File: src/rtl/wdesc_pkg.sv
package wdesc_pkg;

    localparam int DESC_W = 160;
    localparam int LEN_W  = 18;
    localparam int ADDR_W = 64;
    localparam int TAG_W  = 8;
    localparam int APP_W  = 3;

    // Field layout is fixed by the producer of the descriptor word.
    typedef struct packed {
        logic [TAG_W-1:0]  tag;
        logic [APP_W-1:0]  app;
        logic              rsvd;
        logic              fixed_src;
        logic              imm;
        logic [LEN_W-1:0]  len_dw;
        logic [ADDR_W-1:0] dst;
        logic [ADDR_W-1:0] src;
    } wdesc_t;

    typedef enum logic [2:0] {
        WERR_NONE       = 3'd0,
        WERR_ZERO_LEN   = 3'd1,
        WERR_IMM_LEN    = 3'd2,
        WERR_PAGE_CROSS = 3'd3,
        WERR_MISALIGN   = 3'd4
    } werr_e;

    typedef enum logic {
        ST_IDLE = 1'b0,
        ST_RUN  = 1'b1
    } seq_st_e;

    function automatic logic [ADDR_W-1:0] imm_payload(logic [ADDR_W-1:0] raw,
                                                      logic [LEN_W-1:0]  len_dw);
        if (len_dw == LEN_W'(1))
            return {32'd0, raw[31:0]};
        return raw;
    endfunction

endpackage

File: src/rtl/wdesc_check.sv
module wdesc_check
    import wdesc_pkg::*;
#(
    parameter int ALIGN_BYTES = 64,
    parameter int PAGE_BYTES  = 4096,
    localparam int AL_W = $clog2(ALIGN_BYTES),
    localparam int PG_W = $clog2(PAGE_BYTES)
) (
    input  logic [LEN_W-1:0] len_dw_i,
    input  logic             imm_i,
    input  logic             fixed_i,
    input  logic [AL_W-1:0]  src_lo_i,
    input  logic [PG_W-1:0]  dst_lo_i,
    output werr_e            code_o
);
    localparam logic [PG_W-1:0] LAST_SAFE_OFF = PG_W'(PAGE_BYTES - 8);

    logic zero_len, bad_imm_len, crosses_page, misaligned;

    always_comb begin
        zero_len     = (len_dw_i == '0);
        bad_imm_len  = imm_i && (len_dw_i != LEN_W'(1)) && (len_dw_i != LEN_W'(2));
        crosses_page = imm_i && (len_dw_i == LEN_W'(2)) && (dst_lo_i > LAST_SAFE_OFF);
        misaligned   = !imm_i && fixed_i &&
                       ((src_lo_i != '0) || (dst_lo_i[AL_W-1:0] != '0));
    end

    always_comb begin
        if (zero_len)          code_o = WERR_ZERO_LEN;
        else if (bad_imm_len)  code_o = WERR_IMM_LEN;
        else if (crosses_page) code_o = WERR_PAGE_CROSS;
        else if (misaligned)   code_o = WERR_MISALIGN;
        else                   code_o = WERR_NONE;
    end

endmodule

File: src/rtl/wdesc_addr_gen.sv
module wdesc_addr_gen #(
    parameter int ADDR_W = 64,
    parameter int STEP   = 64
) (
    input  logic              clk,
    input  logic              rst,
    input  logic              load_i,
    input  logic [ADDR_W-1:0] src_i,
    input  logic [ADDR_W-1:0] dst_i,
    input  logic              fixed_i,
    input  logic              step_i,
    output logic [ADDR_W-1:0] src_o,
    output logic [ADDR_W-1:0] dst_o
);
    localparam logic [ADDR_W-1:0] STEP_V = ADDR_W'(STEP);

    logic src_fixed_q;

    always_ff @(posedge clk) begin
        if (rst) begin
            src_o       <= '0;
            dst_o       <= '0;
            src_fixed_q <= 1'b0;
        end else if (load_i) begin
            src_o       <= src_i;
            dst_o       <= dst_i;
            src_fixed_q <= fixed_i;
        end else if (step_i) begin
            dst_o <= dst_o + STEP_V;
            if (!src_fixed_q)
                src_o <= src_o + STEP_V;
        end
    end

endmodule

File: src/rtl/wdesc_len_track.sv
module wdesc_len_track #(
    parameter int LEN_W   = 18,
    parameter int BEAT_DW = 16,
    localparam int BYTES_W = $clog2(BEAT_DW * 4) + 1
) (
    input  logic               clk,
    input  logic               rst,
    input  logic               load_i,
    input  logic [LEN_W-1:0]   len_i,
    input  logic               step_i,
    output logic [BYTES_W-1:0] bytes_o,
    output logic               last_o
);
    localparam logic [LEN_W-1:0] BEAT_V = LEN_W'(BEAT_DW);

    logic [LEN_W-1:0] rem_q;
    logic [LEN_W-1:0] chunk;

    always_ff @(posedge clk) begin
        if (rst)
            rem_q <= '0;
        else if (load_i)
            rem_q <= len_i;
        else if (step_i)
            rem_q <= rem_q - BEAT_V;
    end

    always_comb begin
        last_o  = (rem_q <= BEAT_V);
        chunk   = last_o ? rem_q : BEAT_V;
        bytes_o = BYTES_W'({chunk, 2'b00});
    end

endmodule

File: src/rtl/wdesc_beat_seq.sv
module wdesc_beat_seq
    import wdesc_pkg::*;
#(
    parameter int BEAT_BYTES = 64,
    parameter int PAGE_BYTES = 4096,
    localparam int BEAT_DW = BEAT_BYTES / 4,
    localparam int BYTES_W = $clog2(BEAT_BYTES) + 1,
    localparam int AL_W    = $clog2(BEAT_BYTES),
    localparam int PG_W    = $clog2(PAGE_BYTES)
) (
    input  logic               clk,
    input  logic               rst,
    input  logic               desc_valid_i,
    output logic               desc_ready_o,
    input  logic [DESC_W-1:0]  desc_data_i,
    output logic               beat_valid_o,
    input  logic               beat_ready_i,
    output logic [ADDR_W-1:0]  beat_src_o,
    output logic [ADDR_W-1:0]  beat_dst_o,
    output logic [BYTES_W-1:0] beat_bytes_o,
    output logic               beat_imm_o,
    output logic [ADDR_W-1:0]  beat_data_o,
    output logic [TAG_W-1:0]   beat_tag_o,
    output logic [APP_W-1:0]   beat_app_o,
    output logic               beat_last_o,
    output logic               done_o,
    output logic               err_o,
    output logic [2:0]         err_code_o
);
    wdesc_t  d;
    werr_e   cls;
    seq_st_e st_q;
    logic    accept, load, step, taken;
    logic    unused_rsvd;

    assign d           = wdesc_t'(desc_data_i);
    assign unused_rsvd = d.rsvd;

    assign desc_ready_o = (st_q == ST_IDLE);
    assign beat_valid_o = (st_q == ST_RUN);
    assign accept       = desc_valid_i && desc_ready_o;
    assign load         = accept && (cls == WERR_NONE);
    assign taken        = beat_valid_o && beat_ready_i;
    assign step         = taken && !beat_last_o;
    assign done_o       = taken && beat_last_o;

    wdesc_check #(
        .ALIGN_BYTES (BEAT_BYTES),
        .PAGE_BYTES  (PAGE_BYTES)
    ) u_check (
        .len_dw_i (d.len_dw),
        .imm_i    (d.imm),
        .fixed_i  (d.fixed_src),
        .src_lo_i (d.src[AL_W-1:0]),
        .dst_lo_i (d.dst[PG_W-1:0]),
        .code_o   (cls)
    );

    wdesc_addr_gen #(
        .ADDR_W (ADDR_W),
        .STEP   (BEAT_BYTES)
    ) u_addr (
        .clk     (clk),
        .rst     (rst),
        .load_i  (load),
        .src_i   (d.imm ? '0 : d.src),
        .dst_i   (d.dst),
        .fixed_i (d.fixed_src),
        .step_i  (step),
        .src_o   (beat_src_o),
        .dst_o   (beat_dst_o)
    );

    wdesc_len_track #(
        .LEN_W   (LEN_W),
        .BEAT_DW (BEAT_DW)
    ) u_len (
        .clk     (clk),
        .rst     (rst),
        .load_i  (load),
        .len_i   (d.len_dw),
        .step_i  (step),
        .bytes_o (beat_bytes_o),
        .last_o  (beat_last_o)
    );

    always_ff @(posedge clk) begin
        if (rst) begin
            st_q        <= ST_IDLE;
            beat_imm_o  <= 1'b0;
            beat_data_o <= '0;
            beat_tag_o  <= '0;
            beat_app_o  <= '0;
            err_o       <= 1'b0;
            err_code_o  <= 3'd0;
        end else begin
            err_o <= accept && (cls != WERR_NONE);
            if (accept)
                err_code_o <= cls;
            if (load) begin
                st_q        <= ST_RUN;
                beat_imm_o  <= d.imm;
                beat_data_o <= d.imm ? imm_payload(d.src, d.len_dw) : '0;
                beat_tag_o  <= d.tag;
                beat_app_o  <= d.app;
            end else if (done_o) begin
                st_q <= ST_IDLE;
            end
        end
    end

endmodule

File: config.mk
export PLATFORM = sky130hd
export DESIGN_NAME = wdesc_beat_seq
export DESIGN_NICKNAME = d
export VERILOG_FILES = /design/src/rtl/wdesc_pkg.sv /design/src/rtl/wdesc_check.sv /design/src/rtl/wdesc_addr_gen.sv /design/src/rtl/wdesc_len_track.sv /design/src/rtl/wdesc_beat_seq.sv
export SDC_FILE = /design/constraint.sdc
export NUM_CORES = 1
export LEC_CHECK = 0
export ABC_CLOCK_PERIOD_IN_PS = 4700
export BUFFER_PORTS_ARGS = -buffer_cell sky130_fd_sc_hd__buf_2
export CORE_MARGIN = 5
export CORE_UTILIZATION = 48
export CTS_BUF_LIST = sky130_fd_sc_hd__clkbuf_2
export DETAILED_ROUTE_END_ITERATION = 8
export PLACE_DENSITY_LB_ADDON = 0.05
export SLEW_MARGIN = 20
export SYNTH_ARGS = -nofsm -noshare
export SYNTH_HDL_FRONTEND = slang
export SYNTH_HIERARCHICAL = 1
export SYNTH_SLANG_ARGS = --single-unit
export TNS_END_PERCENT = 100
File: constraint.sdc
create_clock -name clk -period 4.7 [get_ports clk]
set_input_delay 0.705 -clock clk [delete_from_list [all_inputs] [get_ports clk]]
set_output_delay 0.705 -clock clk [all_outputs]
set_load 0.05 [all_outputs]
# Yosys cells after proc, flatten, opt, wreduce, memory -nomap -nowiden
# Cells that the tools add are included.
# word_totals
reg_bits,228
inputBits,164
out_inout_bits,219
wordCells,66
# op_classes
addsub,3
order_cmp,2
n_eq_ne,5
muxes,21
n_bitwise,1
n_reduce_logical,23
# ops
cell,count
64-bit two-way mux,9
64-bit by 7-bit adder with 64-bit output (second input constant),2
18-bit two-way mux,2
18-bit by 1-bit == test with 1-bit output (second input constant),1
18-bit by 2-bit == test with 1-bit output (second input constant),1
18-bit by 5-bit <= comparator with 1-bit output (second input constant),1
18-bit zero test,1
18-bit by 1-bit inequality test with 1-bit output (second input constant),1
18-bit by 2-bit inequality test with 1-bit output (second input constant),1
18-bit by 5-bit subtractor with 18-bit output (second input constant),1
12-bit greater-than comparator (second input constant),1
1-bit logical AND,12
3-bit two-way mux,4
6-bit nonzero test,2
1-bit two-way mux,5
5-bit two-way mux,1
2-bit nonzero test,2
3-bit zero test,1
3-bit nonzero test,1
1-bit zero test,2
2-bit inequality test (second input constant),1
2-bit AND reduction,1
1-bit logical OR,1
1-bit NOT,1

# Longest topological paths before layout
# Gate-level depths: netlist of run 1.
# depth
ltp_word,13
mapped_depth,15
mapped_depth_nobuf,12

# Hierarchy
# Netlist of run 1, hierarchy kept.
# modules_own_cells
module,n_inst,cells_per_inst,area_per_inst_um2,seq_area_each_um2
wdesc_addr_gen,1,914,7114.3,2582.5
wdesc_beat_seq,1,371,3235.6,1621.6
wdesc_len_track,1,127,1066.0,360.3
wdesc_check,1,20,137.6,0.0

# Worst setup path after synthesis of run 1
# No wires, ideal clock.
# synth_timing
path_type,input-to-reg
from,in desc_data_i[65]
to,reg u_addr.src_o[4]
setup_time_ns,0.128
arrival_time_ns,3.826
required_ns,4.572
slack_ns,0.746
path_stages,14
path_buffers,5
cell_sequence,or3_1 or4_1 nor4_2 nor4b_1 nor3_1 nand2_1 buf_4 inv_2 buf_2 clkbuf_1 clkbuf_1 clkbuf_1 mux2i_1 nor2_1
# synth_between
elab_chain_cells,11
word_cells_on_any_way,15
cone_classes,order compare (1); eq/ne (1); mux (5); reduce/logical (8)
# synth_rtl
item,line_no,text
from (decl),wdesc_beat_seq.sv:15,"input logic [DESC_W-1:0] desc_data_i,"
"parallel branches: the longest is 4 deep, another holds 12-bit greater-than comparator",-,
3-bit two-way mux *,wdesc_check.sv:31,else if (crosses_page) code_o = WERR_PAGE_CROSS;
3-bit two-way mux *,wdesc_check.sv:30,else if (bad_imm_len) code_o = WERR_IMM_LEN;
3-bit two-way mux *,wdesc_check.sv:29,if (zero_len) code_o = WERR_ZERO_LEN;
via cls[2],wdesc_beat_seq.sv:31,werr_e cls;
3-bit zero test *,wdesc_beat_seq.sv:42,assign load = accept && (cls == WERR_NONE);
1-bit logical AND *,wdesc_beat_seq.sv:42,
via load,wdesc_beat_seq.sv:33,"logic accept, load, step, taken;"
2-bit inequality test (no source line) or 2-bit nonzero test (tied branches),-,
2-bit AND reduction (no source line),-,
to (signal assigned),wdesc_addr_gen.sv:25,src_o <= src_i;
to (signal assigned),wdesc_addr_gen.sv:31,src_o <= src_o + STEP_V;
to (decl),wdesc_addr_gen.sv:12,"output logic [ADDR_W-1:0] src_o,"
# Mark *: on every way through the listed nets, which the timed path passes.
# A chain may end at the register's enable or synchronous reset.

# Final worst setup path of run 1
# layout_timing
from,reg u_len.rem_q[4]
to,reg u_addr.src_o[58]
# layout_between
elab_chain_cells,5
# layout_rtl
item,line_no,text
from (decl),wdesc_len_track.sv:16,logic [LEN_W-1:0] rem_q;
from (signal assigned),wdesc_len_track.sv:23,rem_q <= len_i;
from (signal assigned),wdesc_len_track.sv:25,rem_q <= rem_q - BEAT_V;
18-bit by 5-bit <= comparator with 1-bit output,wdesc_len_track.sv:29,last_o = (rem_q <= BEAT_V);
1-bit zero test,wdesc_beat_seq.sv:44,assign step = taken && !beat_last_o;
1-bit logical AND,wdesc_beat_seq.sv:44,
via step,wdesc_beat_seq.sv:33,
2-bit nonzero test (no source line),-,
2-bit AND reduction (no source line),-,
# The timed path passes the listed nets, and every way through them passes these cells.

==> metrics.log, run 1 <==
[metrics] outcome: finished, final reports clean
[metrics] area fraction of the dominant cell type after synthesis: 39.5%
[metrics] Filler cells: 2321
[metrics] clock root buffer master: sky130_fd_sc_hd__clkbuf_2
[metrics] via-per-instance ratio: 5.65
[metrics] wire length per cell: 18.2 um
[metrics] sequential-to-total area share from yosys stat: 39.5%
[metrics] DRC errors left: 0
[metrics] endpoint class of the critical path: flip-flop
[metrics] dpl cell area: approximately 14000 um^2
[metrics] power share of the sequential group: between 40% and 50%
[metrics] clock tree from TritonCTS: built
[metrics] Final Slew Violations: 0
[metrics] number of enable-type register cells in the synthesized netlist: 0
[metrics] overflow left after global routing: 0
[metrics] PD cells: 300 nW/um^2
[metrics] vias: 12209
[metrics] cell-internal power: 2750 uW
[metrics] required arrival time at the worst endpoint: 5.45 ns
[metrics] start of the worst register-to-register path: u_len/rem_q[4]
[metrics] fin crit period: between 3 and 4 ns
[metrics] share of power burned in the clock network: about 31%
[metrics] Routed WL: 39200 um
[metrics] Max IR drop VDD: 0.000185 V
[metrics] area of the mapped netlist: about 12000 um^2
[metrics] post-synth cell types: 66
[metrics] cell area after layout: 14100 um^2
[metrics] Critical Path Source: u_len/rem_q[4]
[metrics] part of the cycle the worst path needs: 79.1%
[metrics] cell type contributing the most total cell area after synthesis: sky130_fd_sc_hd__dfxtp_1
[metrics] TritonCTS Sinks: 228
[metrics] RSZ-0062 raised after global routing: false
[metrics] cells resized by post-CTS repair: 0
[metrics] Floorplan Core Area: 23600 um^2
[metrics] kind of start point of the critical path: flip-flop
[metrics] delay of the slowest critical-path stage: 0.45 ns
[metrics] Relative slew margins: between 30 and 40%
[metrics] count of cells along the worst register-to-register path: 13
[metrics] Tot GR Track Use: 27.0%
[metrics] dominant cell type by count on the critical path: sky130_fd_sc_hd__buf_4
[metrics] vias in the first global route: 11501
[metrics] Final #Nets: 1966
[metrics] switching part of the total: 35.2%
[metrics] Crit path arrival time: 4.47 ns
[metrics] clock edge transition at the registers on the reported setup and hold paths: 0.11 ns
[metrics] relative contribution of combinational cells to total power: 19.3%
[metrics] critical path fanouts, max: 12
[metrics] Setup-failing EPs final: 0
[metrics] most numerous cell types in the synthesized netlist: 228 x sky130_fd_sc_hd__dfxtp_1, 165 x sky130_fd_sc_hd__nor2_1, 156 x sky130_fd_sc_hd__nand2_1
[metrics] total count of hold-check failures in the final report: 0
[metrics] number of antenna violations at the first check in global routing: 2
[metrics] class of the worst hold path: input pin to flip-flop
[metrics] initial core utilization: 48.9%
[metrics] proportion of register bits with asynchronous set or reset after synthesis: 0%
[metrics] CTS H-Tree Depth: 2
[metrics] source-to-sink clock delay at the later pin of the worst-skew pair: about 0.85 ns
[metrics] number of storage elements in the synthesis netlist: between 200 and 250
[metrics] area growth from synthesis to layout: 22.3%
[metrics] cell count of the worst hold path: 2
[metrics] Max Buffers Root-to-Sink: 3
[metrics] highest clock rate: 0.269 GHz
[metrics] Crit Path Class: flip-flop to flip-flop
[metrics] most frequently used flop master after synthesis: sky130_fd_sc_hd__dfxtp_1
[metrics] Antenna Nets Post-Route: 0
[metrics] actual slew at the worst max-slew pin: 0.987 ns
[metrics] placed cell count: 2053
[metrics] Mean Syn Cell Area: 8.07 um^2
[metrics] final setup TNS: 0 ns
[metrics] detailed router's first-iteration violation count: around 990
[metrics] number of buffers created by CTS: a little under 60
[metrics] full die area: 27300 um^2
[metrics] global-route wire length before repair: 59900 um
[metrics] Final Power: 4240 uW
[metrics] cells traversed along the worst timing path: inv_1 > ha_1 > a21oi_1 > nor2_1 > nor2_2 > nand2b_1 > buf_4 > nor4_2 > buf_4 > nand4_1 > nor4_1 > xnor2_1 > a211oi_1
[metrics] cells taking the most area after synthesis: sky130_fd_sc_hd__dfxtp_1 40%, sky130_fd_sc_hd__nor2_1 5.4%, sky130_fd_sc_hd__nand2_1 5.1%
[metrics] total number of yosys warnings: 6
[metrics] worst clock skew: 0.0559 ns
[metrics] Die Height: 165 um
[metrics] number of standard cells after synthesis: 1432
[metrics] maximum number of pins on one net before global-route repair: ~110
[metrics] total net switching power: 1490 uW
[metrics] Detail Placement HPWL: roughly 28000 um
[metrics] final std cells w/o fill: 2159
[metrics] fraction of layout instances using a drive strength above 1: 27.6%
[metrics] count leader, synth: sky130_fd_sc_hd__dfxtp_1
[metrics] count of boundary I/O pins: 383
[metrics] cell row count: between 50 and 60
[metrics] number of buffer cells added on primary ports: 379
[metrics] critical-path cell with the highest stage delay: sky130_fd_sc_hd__dfxtp_1
[metrics] setup slack, reg-to-reg: a little under 1 ns
[metrics] die width: about 170 um
[metrics] total of max-cap violations: 0
[metrics] routability cong.: between 0.9 and 1
[metrics] CP Capture Point: u_addr/src_o[58]
[metrics] standby leakage power: a little under 0.006 uW
[metrics] worst reg2reg path endpoint: u_addr/src_o[58]
[metrics] drt pass-1 iters: 6
## state kept, by name (all words and copies together), names as in the netlist
name / cells
beat_app_o: 3
beat_data_o: 64
beat_imm_o: 1
beat_tag_o: 8
beat_valid_o: 1
err_code_o: 3
err_o: 1
u_addr/dst_o: 64
u_addr/src_fixed_q: 1
u_addr/src_o: 64
u_len/rem_q: 18
## what timing repair did
item,CTS,global route
hold buffers,3,0
hold endpoints to repair,3,0
buffers inserted,0,0
## worst min-delay path by stage
| stage | from | endpoint |
|---|---|---|
| after global routing | desc_data_i[52] | beat_data_o[52] |
| after CTS | desc_data_i[53] | beat_data_o[53] |
| final | desc_data_i[53] | beat_data_o[53] |
| after global placement | beat_data_o[27] | beat_data_o[27] |
| after detailed placement | beat_data_o[7] | beat_data_o[7] |
| after floorplan | u_addr/src_fixed_q | u_addr/src_fixed_q |
## layer usage
layer | global-route usage (%) | wire, um
met5 | 0 | 0
met4 | 10.2 | 1080
met3 | 6.35 | 3400
met2 | 45.5 | 19000
met1 | 33.4 | 15700
## metrics by stage
step | hold WS [ns] | utilization, % | setup slack [ns]
global placement | 0.436 | 57.6 | 0.900
detailed placement | 0.440 | 57.6 | 0.911
global route | 0.00416 | 59.8 | 0.621
CTS | 0.000190 | 59.8 | 0.994
floorplan | 0.475 | - | 0.746
finish | 0.0766 | 59.8 | 0.982
## final cells by class
cell class | count | area, um^2 | share of cell area, %
diodes | 2 | 5.00 | 0.0354
clock buffers | 87 | 435 | 3.08
multi-input cells | 1092 | 6530 | 46.2
well taps | 319 | 399 | 2.82
clock inverters | 14 | 55.1 | 0.390
flip-flops and latches | 228 | 4560 | 32.3
inverters | 20 | 82.6 | 0.584
repair buffers | 397 | 2060 | 14.6
## cell families (layout without fill, tap and decap cells)
| group | count (synthesis) | in the layout | synth area share [%] |
|---|---|---|---|
| AND/OR/NAND/NOR | 707 | 707 | 31.3 |
| AO/OA/AOI/OAI | 253 | 253 | 14.6 |
| flip-flops | 228 | 228 | 39.5 |
| buffers and inverters | 113 | 518 | 4.14 |
| XOR/XNOR | 91 | 91 | 6.90 |
| multiplexers | 35 | 35 | 3.03 |
| adder cells (fa/ha/maj) | 4 | 4 | 0.433 |
| other | 1 | 4 | 0.0325 |
## power groups by stage
| stage | combinational (uW) | clock [uW] | sequential, uW |
|---|---|---|---|
| finish | 819 | 1310 | 2110 |
| global route | 876 | 1440 | 2120 |
| CTS | 821 | 1360 | 2110 |
| detailed placement | 817 | 0 | 2150 |
| global placement | 812 | 0 | 2150 |
| floorplan | 332 | 0 | 2380 |
## critical path: cells and delay by family, from the launching register on
kind	cells	cell delay (ns)
flip-flops	1	0.45
XOR/XNOR	1	0.11
buffers and inverters	3	0.54
adder cells (fa/ha/maj)	1	0.24
AND/OR/NAND/NOR	6	1.74
AO/OA/AOI/OAI	2	0.57
## placed cells by master (no fill, tap or decap), types with 9 or more instances in the layout
master and instances:
sky130_fd_sc_hd__a311oi_1 14, sky130_fd_sc_hd__xor2_1 36, sky130_fd_sc_hd__dfxtp_1 228, sky130_fd_sc_hd__a211oi_1 38, sky130_fd_sc_hd__and3_1 15, sky130_fd_sc_hd__a21oi_1 111, sky130_fd_sc_hd__nand3_1 76, sky130_fd_sc_hd__o211ai_1 11
sky130_fd_sc_hd__nand2_1 155, sky130_fd_sc_hd__inv_1 18, sky130_fd_sc_hd__clkbuf_2 87, sky130_fd_sc_hd__o31ai_1 9, sky130_fd_sc_hd__buf_4 15, sky130_fd_sc_hd__nor4_1 48, sky130_fd_sc_hd__or3_1 16, sky130_fd_sc_hd__mux2i_1 35
sky130_fd_sc_hd__nor3_1 46, sky130_fd_sc_hd__xnor2_1 55, sky130_fd_sc_hd__o21ai_0 12, sky130_fd_sc_hd__clkinv_1 11, sky130_fd_sc_hd__nor2_1 163, sky130_fd_sc_hd__or4_1 13, sky130_fd_sc_hd__nor2b_1 68, sky130_fd_sc_hd__a22o_1 34
sky130_fd_sc_hd__buf_2 377, sky130_fd_sc_hd__nand4_1 52
No activity file was read; power rests on OpenSTA's default activity.
==> run 2: changes to the inputs <==
--- a/config.mk
+++ b/config.mk
@@ -5,7 +5,7 @@
 export SDC_FILE = /design/constraint.sdc
 export NUM_CORES = 1
 export LEC_CHECK = 0
-export ABC_CLOCK_PERIOD_IN_PS = 4700
+export ABC_CLOCK_PERIOD_IN_PS = 3600
 export BUFFER_PORTS_ARGS = -buffer_cell sky130_fd_sc_hd__buf_2
 export CORE_MARGIN = 5
 export CORE_UTILIZATION = 48
==> constraint.sdc (replaced) <==
create_clock -name clk -period 3.6 [get_ports clk]
set_input_delay 0.54 -clock clk [delete_from_list [all_inputs] [get_ports clk]]
set_output_delay 0.54 -clock clk [all_outputs]
set_load 0.05 [all_outputs]
==> metrics.log, run 2 (same netlist as run 1, synthesis figures left out) <==
[metrics] die width: 165 um (unchanged)
[metrics] clock tree from TritonCTS: built (unchanged)
[metrics] vias in the first global route: 12740 (was 11501)
[metrics] fraction of layout instances using a drive strength above 1: 26.0% (was 27.6%)
[metrics] Detail Placement HPWL: 28700 um (was 28100 um)
[metrics] kind of start point of the critical path: flip-flop (unchanged)
[metrics] Setup Fix Bufs, Post-CTS: 0 (unchanged)
[metrics] total of max-cap violations: 0 (unchanged)
[metrics] outcome: finished, final reports clean (unchanged)
[metrics] number of buffers created by CTS: 58 (was 59)
[metrics] Routed WL: 42200 um (was 39200 um)
[metrics] Max IR drop VDD: 0.000222 V (was 0.000185 V)
[metrics] routability cong.: 0.917 (was 0.901)
[metrics] part of the cycle the worst path needs: 97.1% (was 79.1%)
[metrics] Final Slew Violations: 0 (unchanged)
[metrics] Crit Path Class: flip-flop to flip-flop (unchanged)
[metrics] vias: 13042 (was 12209)
[metrics] clock root buffer master: sky130_fd_sc_hd__clkbuf_2 (unchanged)
[metrics] dpl cell area: 13800 um^2 (was 13600 um^2)
[metrics] final std cells w/o fill: 2329 (was 2159)
[metrics] total count of hold-check failures in the final report: 0 (unchanged)
[metrics] standby leakage power: 0.00667 uW (was 0.00590 uW)
[metrics] class of the worst hold path: input pin to flip-flop (unchanged)
[metrics] TritonCTS Sinks: 228 (unchanged)
[metrics] number of buffer cells added on primary ports: 379 (unchanged)
[metrics] Crit path arrival time: 4.21 ns (was 4.47 ns)
[metrics] required arrival time at the worst endpoint: 4.32 ns (was 5.45 ns)
[metrics] source-to-sink clock delay at the later pin of the worst-skew pair: 0.85 ns (about the same)
[metrics] Max Buffers Root-to-Sink: 3 (unchanged)
[metrics] maximum number of pins on one net before global-route repair: 99 (was 106)
[metrics] DRC errors left: 0 (unchanged)
[metrics] initial core utilization: 48.9% (unchanged)
[metrics] full die area: 27300 um^2 (unchanged)
[metrics] fin crit period: 3.49 ns (was 3.72 ns)
[metrics] wire length per cell: 18.1 um (was 18.2 um)
[metrics] cell area after layout: 15900 um^2 (was 14100 um^2)
[metrics] actual slew at the worst max-slew pin: 1.01 ns (was 0.987 ns)
[metrics] critical path fanouts, max: 9 (was 12)
[metrics] Die Height: 165 um (unchanged)
[metrics] count of boundary I/O pins: 383 (unchanged)
[metrics] highest-count cells in the layout ignoring fill and taps: 377 x sky130_fd_sc_hd__buf_2, 228 x sky130_fd_sc_hd__dfxtp_1, 163 x sky130_fd_sc_hd__nor2_1, 160 x sky130_fd_sc_hd__dlygate4sd3_1, 155 x sky130_fd_sc_hd__nand2_1 (was 377 x sky130_fd_sc_hd__buf_2, 228 x sky130_fd_sc_hd__dfxtp_1, 163 x sky130_fd_sc_hd__nor2_1, 155 x sky130_fd_sc_hd__nand2_1, 111 x sky130_fd_sc_hd__a21oi_1)
[metrics] detailed router's first-iteration violation count: 1065 (was 985)
[metrics] CTS H-Tree Depth: 2 (unchanged)
[metrics] drt pass-1 iters: 6 (unchanged)
[metrics] Relative slew margins: 32.6% (was 34.2%)
[metrics] highest clock rate: 0.286 GHz (was 0.269 GHz)
[metrics] Setup-failing EPs final: 0 (unchanged)
[metrics] Tot GR Track Use: 29.3% (was 27.0%)
[metrics] area growth from synthesis to layout: 37.9% (was 22.3%)
[metrics] worst clock skew: 0.0475 ns (was 0.0559 ns)
[metrics] placed cell count: 2068 (was 2053)
[metrics] largest registers in the final layout: beat_data_o: 64 flops, u_addr/dst_o: 64 flops, u_addr/src_o: 64 flops (unchanged)
[metrics] Floorplan Core Area: 23600 um^2 (unchanged)
[metrics] endpoint class of the critical path: flip-flop (unchanged)
[metrics] cell row count: 56 (unchanged)
[metrics] global-route wire length before repair: 65500 um (was 59900 um)
[metrics] most frequent standard cell in the layout excluding fill and tap cells: sky130_fd_sc_hd__buf_2 (unchanged)
[metrics] overflow left after global routing: 0 (unchanged)
[metrics] PD cells: 370 nW/um^2 (was 300 nW/um^2)
[metrics] number of antenna violations at the first check in global routing: 1 (was 2)
[metrics] via-per-instance ratio: 5.60 (was 5.65)
[metrics] RSZ-0062 raised after global routing: true (was false)
[metrics] Final #Nets: 2137 (was 1966)
[metrics] clock edge transition at the registers on the reported setup and hold paths: 0.11 ns (about the same)
[metrics] Antenna Nets Post-Route: 0 (unchanged)
## run 2: cell types whose count changed in the layout (fill, tap and decap cells not counted), moves of 3 or more
cell	change
sky130_fd_sc_hd__clkbuf_2	-5
sky130_fd_sc_hd__buf_4	+11
sky130_fd_sc_hd__bufinv_16	+3
sky130_fd_sc_hd__dlygate4sd3_1	+157
sky130_fd_sc_hd__buf_12	+4
## run 2: worst paths after layout
check	start	slack (ns)	end	cells past startpoint
min reg2reg	beat_data_o[15]	0.45	beat_data_o[15]	2
min	rst	0.11	u_addr/dst_o[7]	2
max reg2reg	u_len/rem_q[8]	0.11	u_addr/src_o[50]	10
max	u_len/rem_q[8]	0.11	u_addr/src_o[50]	10
## run 2: repair_timing
action,4_1_cts,5_1_grt
gates resized for setup,0,1
hold buffers,159,1
endpoints found under the hold margin,165,1
setup endpoints to repair,0,2
## run 2: worst max-delay path, stage by stage, from the launching register on
cell and delay [ns]:
sky130_fd_sc_hd__dfxtp_1 0.51, sky130_fd_sc_hd__nor4_1 0.13, sky130_fd_sc_hd__nand3_1 0.28, sky130_fd_sc_hd__nor2_1 0.15
sky130_fd_sc_hd__nor2_2 0.38, sky130_fd_sc_hd__nand2b_1 0.26, sky130_fd_sc_hd__nor3_1 0.39, sky130_fd_sc_hd__nand2_1 0.24
sky130_fd_sc_hd__nor4_1 0.60, sky130_fd_sc_hd__xnor2_1 0.15, sky130_fd_sc_hd__a211oi_1 0.26
## run 2: area by class of cell
class	instances	area (um^2)
sequential	228	4560
inverter	20	82.6
multi-input combinational	1092	6530
clock inverter	18	150
fill	2047	7670
timing repair buffer	569	3790
tap	319	399
antenna	1	2.50
clock buffer	82	410
## run 2: routing by layer
layer  track usage, %  wire, um
met3             6.68      3300
met4             11.9      1560
met2             50.0     20200
met5                0         0
met1             35.7     17100
## run 2: report_power, final
group          internal [uW]  switching (uW)
logic                    447             795
registers               2630             123
clock network            825            1080
## run 2: per-stage QoR
| stage | worst slack (ns) | TNS [ns] | hold WS [ns] | util, % | power, uW |
|---|---|---|---|---|---|
| final | 0.106 | 0 | 0.113 | 67.5 | 5900 |
| after global placement | 0.128 | 0 | 0.436 | 58.3 | 3890 |
| after floorplan | 0.0237 | 0 | 0.475 | - | 3540 |
| after detailed placement | 0.0401 | 0 | 0.441 | 58.3 | 3900 |
| after CTS | 0.195 | 0 | 0.00839 | 67.4 | 5940 |
| after global routing | -0.0119 | -0.0119 | 0.0353 | 67.5 | 6180 |
==> run 3: changes to the inputs <==
--- a/config.mk
+++ b/config.mk
@@ -7,6 +7,7 @@
 export LEC_CHECK = 0
 export ABC_CLOCK_PERIOD_IN_PS = 3600
 export BUFFER_PORTS_ARGS = -buffer_cell sky130_fd_sc_hd__buf_2
+export CORE_ASPECT_RATIO = 0.5
 export CORE_MARGIN = 5
 export CORE_UTILIZATION = 48
 export CTS_BUF_LIST = sky130_fd_sc_hd__clkbuf_2
==> metrics.log, run 3 (same netlist as run 1, synthesis figures left out) <==
[metrics] outcome: finished, final reports clean (unchanged)
[metrics] stages on the worst setup path: 12 (was 10)
[metrics] total count of hold-check failures in the final report: 0 (unchanged)
[metrics] largest registers in the final layout: beat_data_o: 64 flops, u_addr/dst_o: 64 flops, u_addr/src_o: 64 flops (unchanged)
[metrics] most frequent standard cell in the layout excluding fill and tap cells: sky130_fd_sc_hd__buf_2 (unchanged)
[metrics] highest-count cells in the layout ignoring fill and taps: 377 x sky130_fd_sc_hd__buf_2, 228 x sky130_fd_sc_hd__dfxtp_1, 163 x sky130_fd_sc_hd__nor2_1, 160 x sky130_fd_sc_hd__dlygate4sd3_1, 155 x sky130_fd_sc_hd__nand2_1 (unchanged)
[metrics] die width: 229 um (was 165 um)
[metrics] Buffers & Inverters on Critical Path: 4 (was 0)
[metrics] endpoint class of the critical path: flip-flop (unchanged)
[metrics] kind of start point of the critical path: input pin (was flip-flop)
[metrics] RSZ-0062 raised after global routing: false (was true)
[metrics] area growth from synthesis to layout: 38.2% (was 37.9%)
[metrics] class of the worst hold path: input pin to flip-flop (unchanged)
[metrics] number of antenna violations at the first check in global routing: 0 (was 1)
[metrics] setup slack, reg-to-reg: 0.21 ns (was 0.11 ns)
[metrics] vias: 13098 (was 13042)
[metrics] Critical Path Source: desc_data_i[65] (was u_len/rem_q[8])
[metrics] placed cell count: 2071 (was 2068)
[metrics] switching part of the total: 35.2% (was 33.9%)
[metrics] total of max-cap violations: 0 (unchanged)
[metrics] critical path fanouts, max: 46 (was 9)
[metrics] power share of the sequential group: 48.6% (was 46.7%)
[metrics] actual slew at the worst max-slew pin: 0.988 ns (was 1.01 ns)
[metrics] CP Capture Point: beat_data_o[33] (was u_addr/src_o[50])
[metrics] source-to-sink clock delay at the later pin of the worst-skew pair: 0.88 ns (was 0.85 ns)
[metrics] highest clock rate: 0.292 GHz (was 0.286 GHz)
[metrics] share of power burned in the clock network: 29.2% (was 32.3%)
[metrics] routability cong.: 0.909 (was 0.917)
[metrics] relative contribution of combinational cells to total power: 22.2% (was 21.1%)
[metrics] count of cells along the worst register-to-register path: 13 (was 10)
[metrics] Floorplan Core Area: 23800 um^2 (was 23600 um^2)
[metrics] standby leakage power: 0.00672 uW (was 0.00667 uW)
[metrics] Die Height: 120 um (was 165 um)
[metrics] total net switching power: 2000 uW (about the same)
[metrics] Final Slew Violations: 0 (unchanged)
[metrics] PD cells: 355 nW/um^2 (was 370 nW/um^2)
[metrics] final std cells w/o fill: 2327 (was 2329)
[metrics] cell row count: 40 (was 56)
[metrics] maximum number of pins on one net before global-route repair: 102 (was 99)
[metrics] worst slack, placed: -0.116 ns (was 0.0401 ns)
[metrics] Crit Path Class: input pin to flip-flop (was flip-flop to flip-flop)
[metrics] TritonCTS Sinks: 228 (unchanged)
[metrics] full die area: 27500 um^2 (was 27300 um^2)
[metrics] number of buffers created by CTS: 52 (was 58)
[metrics] required arrival time at the worst endpoint: 4.39 ns (was 4.32 ns)
[metrics] clock tree from TritonCTS: built (unchanged)
[metrics] DRC errors left: 0 (unchanged)
[metrics] worst reg2reg path endpoint: u_addr/dst_o[50] (was u_addr/src_o[50])
[metrics] delay of the slowest critical-path stage: 0.54 ns (was 0.60 ns)
[metrics] fraction of layout instances using a drive strength above 1: 26.4% (was 26.0%)
[metrics] Filler cells: 2074 (was 2047)
[metrics] clock edge transition at the registers on the reported setup and hold paths: 0.10 ns (was 0.11 ns)
[metrics] initial core utilization: 48.5% (was 48.9%)
[metrics] start of the worst register-to-register path: u_len/rem_q[11] (was u_len/rem_q[8])
[metrics] Setup-failing EPs final: 0 (unchanged)
[metrics] global-route wire length before repair: 67700 um (was 65500 um)
[metrics] cell-internal power: 3680 uW (was 3900 uW)
[metrics] fin util: 67.0% (was 67.5%)
[metrics] overflow left after global routing: 0 (unchanged)
[metrics] Antenna Nets Post-Route: 0 (unchanged)
[metrics] Relative slew margins: 33.3% (was 32.6%)
[metrics] Detail Placement HPWL: 29500 um (was 28700 um)
[metrics] Max Buffers Root-to-Sink: 3 (unchanged)
[metrics] fin crit period: 3.42 ns (was 3.49 ns)
[metrics] via-per-instance ratio: 5.63 (was 5.60)
[metrics] clock root buffer master: sky130_fd_sc_hd__clkbuf_2 (unchanged)
[metrics] Final Power: 5680 uW (was 5900 uW)
[metrics] antenna fix cells: 0 (was 1)
[metrics] part of the cycle the worst path needs: 95.1% (was 97.1%)
[metrics] critical-path cell with the highest stage delay: sky130_fd_sc_hd__dlygate4sd3_1 (was sky130_fd_sc_hd__nor4_1)
[metrics] fin worst setup slack: 0.177 ns (was 0.106 ns)
[metrics] category of cells accounting for the largest share of critical-path delay: simple AND/OR/NAND/NOR gates (unchanged)
[metrics] number of buffer cells added on primary ports: 379 (unchanged)
[metrics] count of boundary I/O pins: 383 (unchanged)
[metrics] cells traversed along the worst timing path: dlygate4sd3_1 > buf_2 > or3_1 > or4_1 > nor4_2 > nor4b_1 > nor3_1 > nand2_2 > buf_4 > a2111oi_4 > buf_12 > a22o_1 (was nor4_1 > nand3_1 > nor2_1 > nor2_2 > nand2b_1 > nor3_1 > nand2_1 > nor4_1 > xnor2_1 > a211oi_1)
[metrics] Final #Nets: 2139 (was 2137)
[metrics] detailed router's first-iteration violation count: 1172 (was 1065)
[metrics] drt pass-1 iters: 6 (unchanged)
[metrics] Crit path arrival time: 4.21 ns (about the same)
[metrics] tightest hold margin: 0.158 ns (was 0.113 ns)
[metrics] Max IR drop VDD: 0.000251 V (was 0.000222 V)
[metrics] Routed WL: 43100 um (was 42200 um)
[metrics] worst clock skew: 0.0517 ns (was 0.0475 ns)
[metrics] CTS H-Tree Depth: 2 (unchanged)
[metrics] vias in the first global route: 12682 (was 12740)
[metrics] wire length per cell: 18.5 um (was 18.1 um)
[metrics] Tot GR Track Use: 29.7% (was 29.3%)
==> run 3: changes by cell type in the layout (fill, tap and decap cells not counted), sizes merged <==
cell	delta
buf	+8
bufinv	-3
clkbuf	-2
clkinv	-2
inv	+2
diode	-1
==> run 3: worst min-delay path by stage <==
stage	startpoint	endpoint	slack (ns)	depth (start not counted)
2_1_floorplan	u_addr/src_fixed_q	u_addr/src_fixed_q	0.47	2
3_3_place_gp	beat_data_o[16]	beat_data_o[16]	0.44	2
3_5_place_dp	beat_data_o[7]	beat_data_o[7]	0.44	2
4_1_cts	rst	u_addr/dst_o[9]	0.08	2
5_1_grt	desc_data_i[146]	beat_data_o[1]	0.12	4
6_report	rst	u_addr/dst_o[9]	0.16	2
==> run 3: stage by stage <==
| stage | setup TNS, ns | instance area (um^2) |
|---|---|---|
| detailed placement | -0.133 | 13800 |
| CTS | 0 | 15900 |
| floorplan | 0 | 11600 |
| global route | 0 | 16000 |
| finish | 0 | 16000 |
| global placement | -0.0455 | 13800 |
==> run 3: cell type report <==
cell class / count / area (um^2) / share of cell area, %
multi-input cells: 1092 / 6580 / 41.2
flip-flops and latches: 228 / 4560 / 28.6
repair buffers: 577 / 3890 / 24.4
clock buffers: 80 / 400 / 2.51
well taps: 315 / 394 / 2.47
inverters: 20 / 82.6 / 0.517
clock inverters: 15 / 57.6 / 0.360
==> run 3: metal layers <==
layer / vias up / track usage [%] / share of wire [%]
met2: 576 / 47.2 / 45
met5: - / 0 / 0
met1: 6168 / 39.4 / 43
met3: 101 / 7.78 / 8.1
li1: 6253 / - / -
met4: 0 / 10.4 / 3.3
==> run 3: power groups by stage <==
stage | logic (uW) | registers [uW] | clock network, uW
after floorplan | 434 | 3100 | 0
after global placement | 1090 | 2800 | 0
after detailed placement | 1110 | 2810 | 0
after CTS | 1240 | 2750 | 1730
after global routing | 1330 | 2780 | 1860
final | 1260 | 2760 | 1660
==> run 3: repair_timing <==
item                                    CTS  global route
pin swaps                                 0             1
hold endpoints to repair                208             0
hold buffers                            160             0
cloned                                    0             0
resized for setup                         3             8
endpoints found under the setup margin    5            11
buffers inserted                          0             1
==> run 3: worst reg2reg max path, stage by stage, from the launching register on <==
cell and delay, ns:
sky130_fd_sc_hd__dfxtp_1 0.45, sky130_fd_sc_hd__nor4_1 0.11, sky130_fd_sc_hd__buf_4 0.16, sky130_fd_sc_hd__nand3_1 0.22, sky130_fd_sc_hd__nor2_1 0.15, sky130_fd_sc_hd__nor2_2 0.27, sky130_fd_sc_hd__buf_4 0.27, sky130_fd_sc_hd__and3_2 0.28
sky130_fd_sc_hd__nand4_1 0.14, sky130_fd_sc_hd__buf_4 0.21, sky130_fd_sc_hd__or4_1 0.51, sky130_fd_sc_hd__nor3_1 0.22, sky130_fd_sc_hd__xnor2_1 0.09, sky130_fd_sc_hd__a211oi_1 0.24
